[src/rtl/inc_pkg.sv]
package inc_pkg;

    localparam int DATA_W  = 8;
    localparam int IDX_W   = 5;
    localparam int INSTR_W = 16;

    // status byte bit positions
    localparam int FLG_C = 0;
    localparam int FLG_Z = 1;
    localparam int FLG_N = 2;
    localparam int FLG_V = 3;
    localparam int FLG_S = 4;

    // register field location inside the instruction word
    localparam int IDX_LSB = 4;

    typedef struct packed {
        logic              match;
        logic              wb_en;
        logic [IDX_W-1:0]  wb_idx;
        logic [DATA_W-1:0] wb_data;
        logic [DATA_W-1:0] sreg;
        logic              pc_adv;
    } inc_state_t;

endpackage

[src/rtl/inc_decode.sv]
module inc_decode
    import inc_pkg::*;
#(
    parameter logic [INSTR_W-1:0] OP_MASK    = 16'hFE0F,
    parameter logic [INSTR_W-1:0] OP_PATTERN = 16'h9403
) (
    input  logic [INSTR_W-1:0] instr_i,
    output logic               hit_o,
    output logic [IDX_W-1:0]   idx_o
);

    localparam int IDX_MSB = IDX_LSB + IDX_W - 1;

    always_comb begin
        hit_o = ((instr_i & OP_MASK) == OP_PATTERN);
        idx_o = instr_i[IDX_MSB:IDX_LSB];
    end

endmodule

[src/rtl/inc_flags.sv]
module inc_flags
    import inc_pkg::*;
(
    input  logic [DATA_W-1:0] operand_i,
    input  logic [DATA_W-1:0] sreg_i,
    output logic [DATA_W-1:0] result_o,
    output logic [DATA_W-1:0] sreg_o
);

    // largest positive two's complement value: 0111...1
    localparam logic [DATA_W-1:0] MAX_POS = {1'b0, {(DATA_W-1){1'b1}}};

    logic ovf;
    logic neg;
    logic zer;

    always_comb begin
        result_o = operand_i + DATA_W'(1);
        ovf      = (operand_i == MAX_POS);
        neg      = result_o[DATA_W-1];
        zer      = ~(|result_o);

        sreg_o        = sreg_i;
        sreg_o[FLG_V] = ovf;
        sreg_o[FLG_N] = neg;
        sreg_o[FLG_Z] = zer;
        sreg_o[FLG_S] = neg ^ ovf;
    end

endmodule

[src/rtl/inc_unit.sv]
module inc_unit
    import inc_pkg::*;
#(
    parameter logic [INSTR_W-1:0] OP_MASK    = 16'hFE0F,
    parameter logic [INSTR_W-1:0] OP_PATTERN = 16'h9403
) (
    input  logic               clk,
    input  logic               rst_n,
    input  logic [INSTR_W-1:0] instr_i,
    output logic [IDX_W-1:0]   rf_raddr_o,
    input  logic [DATA_W-1:0]  rf_rdata_i,
    input  logic [DATA_W-1:0]  sreg_i,
    output logic               match_o,
    output logic               wb_en_o,
    output logic [IDX_W-1:0]   wb_idx_o,
    output logic [DATA_W-1:0]  wb_data_o,
    output logic [DATA_W-1:0]  sreg_o,
    output logic               pc_adv_o
);

    logic              hit;
    logic [IDX_W-1:0]  idx;
    logic [DATA_W-1:0] sum;
    logic [DATA_W-1:0] sreg_new;

    inc_state_t st_d;
    inc_state_t st_q;

    inc_decode #(
        .OP_MASK    (OP_MASK),
        .OP_PATTERN (OP_PATTERN)
    ) u_decode (
        .instr_i (instr_i),
        .hit_o   (hit),
        .idx_o   (idx)
    );

    inc_flags u_flags (
        .operand_i (rf_rdata_i),
        .sreg_i    (sreg_i),
        .result_o  (sum),
        .sreg_o    (sreg_new)
    );

    assign rf_raddr_o = idx;

    always_comb begin
        st_d = '0;
        st_d.match = hit;
        if (hit) begin
            st_d.wb_en   = 1'b1;
            st_d.wb_idx  = idx;
            st_d.wb_data = sum;
            st_d.sreg    = sreg_new;
            st_d.pc_adv  = 1'b1;
        end else begin
            st_d.sreg    = sreg_i;
        end
    end

    always_ff @(posedge clk) begin
        if (!rst_n) st_q <= '0;
        else        st_q <= st_d;
    end

    assign match_o   = st_q.match;
    assign wb_en_o   = st_q.wb_en;
    assign wb_idx_o  = st_q.wb_idx;
    assign wb_data_o = st_q.wb_data;
    assign sreg_o    = st_q.sreg;
    assign pc_adv_o  = st_q.pc_adv;

endmodule

[config.mk]
export PLATFORM = sky130hd
export DESIGN_NAME = inc_unit
export DESIGN_NICKNAME = d
export VERILOG_FILES = /design/src/rtl/inc_pkg.sv /design/src/rtl/inc_decode.sv /design/src/rtl/inc_flags.sv /design/src/rtl/inc_unit.sv
export SDC_FILE = /design/constraint.sdc
export NUM_CORES = 1
export LEC_CHECK = 0
export BUFFER_PORTS_ARGS = -buffer_cell sky130_fd_sc_hd__buf_2
export CAP_MARGIN = 15
export CORE_MARGIN = 2
export CORE_UTILIZATION = 34
export DETAILED_ROUTE_END_ITERATION = 6
export GPL_TIMING_DRIVEN = 0
export PLACE_DENSITY = 0.69
export SYNTH_ARGS = -nofsm -noshare
export SYNTH_HDL_FRONTEND = slang
export SYNTH_HIERARCHICAL = 1
export SYNTH_SLANG_ARGS = --single-unit
[constraint.sdc]
create_clock -name clk -period 1.5 [get_ports clk]
set_input_delay 0.3 -clock clk [delete_from_list [all_inputs] [get_ports clk]]
set_output_delay 0.3 -clock clk [all_outputs]
set_load 0.1 [all_outputs]
# After elaboration in Yosys (flattened, before gate mapping)
# Cells that the tools add are included.
[totals] out_inout_bits=29 elab_cells=16 inputBits=34 reg_bits=24
[classes] n_eq_ne=2 n_reduce_logical=2 muxes=3 bitwise=2 n_addsub=1
[op_table] op="$mux W14" n=1
[op_table] op="$eq A11 B11 Y1 const B" n=1
[op_table] op="$add A8 B1 Y8 const B" n=1
[op_table] op="$eq A8 B7 Y1 const B" n=1
[op_table] op="$reduce_or A8 Y1" n=1
[op_table] op="$mux W5" n=1
[op_table] op="$reduce_and A2 Y1" n=1
[op_table] op="$mux W1" n=1
[op_table] op="$not A1 Y1" n=1
[op_table] op="$xor A1 B1 Y1" n=1

# Logic depth before layout (Yosys ltp)
[depth] depth_word=4 depth_mapped=8 mapped_depth_nobuf=7

# Hierarchy
# Netlist, hierarchy kept.
[by_module_without_submodules] mod="inc_unit" area_per_inst_um2=711.9 cells_per_inst=58 instances=1 seq_area_each_um2=440.4
[by_module_without_submodules] mod="inc_flags" area_per_inst_um2=234.0 cells_per_inst=35 instances=1 seq_area_each_um2=0.0
[by_module_without_submodules] mod="inc_decode" area_per_inst_um2=76.3 cells_per_inst=9 instances=1 seq_area_each_um2=0.0

# Worst setup path after synthesis
# Ideal clock, no wire load.
[synth_timing] path_type="register to output" from="register st_q (netlist bit pc_adv_o)" to="output pc_adv_o" path_slack_ns=-0.174 path_buffers=1 t_required_ns=1.200 stages_incl_launch_ff=2 t_arrival_ns=1.374 cell_sequence="dfxtp_1 buf_4"
[synth_rtl] element="start: declaration" line_no="inc_unit.sv:27" source="inc_state_t st_q;"
[synth_rtl] element="start signal: assignment" line_no="inc_unit.sv:63" source="else st_q <= st_d;"
[synth_rtl] element="end: declaration" line_no="inc_unit.sv:18" source="output logic pc_adv_o"
# No word-level cell between the ends.

# Worst setup path after layout
[layout_timing] from="input rf_rdata_i[0]" to="register st_q (netlist bit sreg_o[1])"
[layout_between] elab_chain_len=4
[layout_rtl] element="start: declaration" line_no="inc_unit.sv:11" source="input logic [DATA_W-1:0] rf_rdata_i,"
[layout_rtl] element="$add A8 B1 Y8" line_no="inc_flags.sv:18" source="result_o = operand_i + DATA_W'(1);"
[layout_rtl] element="via sum[4]" line_no="inc_unit.sv:23" source="logic [DATA_W-1:0] sum;"
[layout_rtl] element="$reduce_or A8 Y1" line_no="inc_flags.sv:21" source="zer = ~(|result_o);"
[layout_rtl] element="$not A1 Y1" line_no="inc_flags.sv:21"
[layout_rtl] element="via u_flags.zer" line_no="inc_flags.sv:15" source="logic zer;"
[layout_rtl] element="$mux W5" line_no="inc_unit.sv:50" source="if (hit) begin"
# The timed path passes the listed nets, and every way through them passes these cells.
# A chain may end at the register's enable or synchronous reset.

==> results.toml <==
[status]
status = "finished with violations"
violations = "design-rule violations"

[global_routing]
grt_usage_pct = 13.0
grt_max_degree = 14
grt_pass1_wl_um = 3400
first_global_vias = 849
grt_overflow_total = 0
grt_antenna_before_repair = 0

[critical_path]
required_ps = 1750
path_max_fanout = 4
max_stage_delay_ps = 250
worstSetupPathType = "in -> reg"
crit_slowest_cell = "and4_1"
arrival_ps = 1660
path_delay_family = "simple AND/OR/NAND/NOR gates"
end_kind = "register"
cp_num_buf_inv = 2
cp-start-kind = "primary input"
crit_chain = "buf_2, ha_1, nand3_1, xnor2_1, nor4_1, and4_1, buf_4, mux2i_1, nor2b_1"

[clock_network]
cts_hold_buf = 0
htree_levels = 1
cts_root_buf = "clkbuf_4"
cts_resized = 0
cts_tree = "yes"
cts_sinks = 22
numCtsBuffers = 3
post_cts_buffers = 0
clockBufferDepth = 2
clk_pin_slew_worst_paths_ps = 120

[synth]
yosysTopAreaCell = "dfxtp_1"
synth-edff-count = 0
synth_area_um2 = 1020
ys_ff_latch = 22
synth_top_area_share_pct = 43.1
synth_common_cells = "22 x dfxtp_1, 14 x buf_4, 10 x and3_1"
syn_area_per_cell_um2 = 10.0
synthArstFlopShare_pct = 0
netlist_instances = 102
synth_nets = 138
yosys_warnings = 6
synth.distinct_cells = 26
synth.area.top_cells = "dfxtp_1 43%, buf_4 10%, mux2i_1 8.8%"
synth.most_common_cell = "dfxtp_1"
synth-main-ff-cell = "dfxtp_1"
seq_area_frac_synth_pct = 43.1

[worst_hold_path]
whs_path_depth = 2
worstHoldEndpoint = "wb_idx_o[4]"
hp-class = "in -> reg"
worstHoldStart = "instr_i[8]"

[layout]
area_growth_pct = 37.5
fillCellCount = 283
drive_above_1_share_pct = 50.9
antenna_cells = 0
nets = 200
fin_util_pct = 50.1

[timing]
max-slew-margin-rel_pct = 67.6
min_period_ps = 1410
hold_viol_final = 0
clock.fmax_mhz = 709
setup_violations = 0
post-route-period-util_pct = 94.0
setup-tns-final_ps = 0
rsz0062_at_grt = "no"
worstMarginPinSlew_ps = 489
drv_slew = 0

[drt]
routed_wl_um = 2120
drt_iter0_drc = 26
viasPerCell = 4.61
firstDrtPassIters = 7
drtAntennaViolNets = 0
vias = 895
drc_errors = 6
wl_per_cell_um = 10.9

[pwr]
p_per_area_nw_per_um2 = 939
leakage_nw = 0.759
total_power_mw = 1.32
vdd_drop_max_uv = 332

[die]
die_y_um = 58.8
rows = 19
io_pins = 63
die_w_um = 58.8
die_area_um2 = 3460
initial_core_util_pct = 36.4
core_um2 = 2810

[place]
io_buffers = 57
post-dp-hpwl_um = 1750
routabilityCongestion = 0.756

[run]
cap_violations = 0
-- state kept, by name, indices dropped and copies added, names as in the netlist --
name       flops
pc_adv_o       1
wb_data_o      8
wb_idx_o       5
sreg_o         8
-- kinds of logic after synthesis --
kind of cell	Yosys count	synth area share [%]
AOI/OAI and AO/OA	1	0.735
muxes	9	8.81
DFF	22	43.1
adders and majority gates	2	2.45
xor gates and xnor gates	5	4.28
and+or+nand+nor	40	25.2
buffers and inverters	23	15.4
-- layer usage --
layer / vias up / GRT usage (%) / part of all wire [%]
met2: 52 / 24.3 / 49
met3: 6 / 1.54 / 10
li1: 447 / - / -
met5: - / 0 / 0
met1: 390 / 12.9 / 38
met4: 0 / 9.74 / 2.7
-- per-stage QoR --
step                      worst slack [ps]  instances  hold WS (ps)  instance area, um^2
after floorplan                        114        102           466                 1020
after global placement                -149        190           549                 1350
after detailed placement              -172        190           554                 1350
after CTS                             13.5        194           226                 1400
after global routing                  25.1        194           228                 1410
final                                 89.4        194           236                 1410
-- cell usage in the layout, fill, tap and decap left out, types with 2 or more instances in the layout --
master	count
buf_2	55
xnor2_1	4
clkbuf_4	5
and4bb_1	2
nand2_1	2
nand3_1	2
inv_1	5
and3_2	4
nor2_1	3
mux2i_1	9
nor3_1	2
and3_1	10
buf_4	14
ha_1	2
nor2b_1	8
dfxtp_1	21
clkbuf_1	2
-- power breakdown --
group          internal, mW  switching, mW
combinational        0.0815          0.196
sequential            0.595        0.00236
clock                 0.270          0.174
total                 0.947          0.372
-- worst max path at each step --
stage,slack (ps),from,endpoint,cells past startpoint
after floorplan,110,rf_rdata_i[0],sreg_o[1],8
after global placement,-150,rf_rdata_i[0],sreg_o[1],9
after detailed placement,-170,rf_rdata_i[0],sreg_o[1],9
after CTS,10,pc_adv_o,wb_en_o,2
after global routing,30,rf_rdata_i[0],sreg_o[1],9
final,90,rf_rdata_i[0],sreg_o[1],9
-- area by class of cell --
class / instances / area (um^2) / area share, %
buffer: 18 / 139 / 9.88
clock buffer: 3 / 22.5 / 1.60
clock inverter: 1 / 30.0 / 2.14
inverter: 5 / 18.8 / 1.34
multi-input combinational: 57 / 424 / 30.2
sequential: 22 / 442 / 31.4
tap: 31 / 38.8 / 2.76
timing repair buffer: 57 / 290 / 20.7
(Power assumes the default switching activity.)
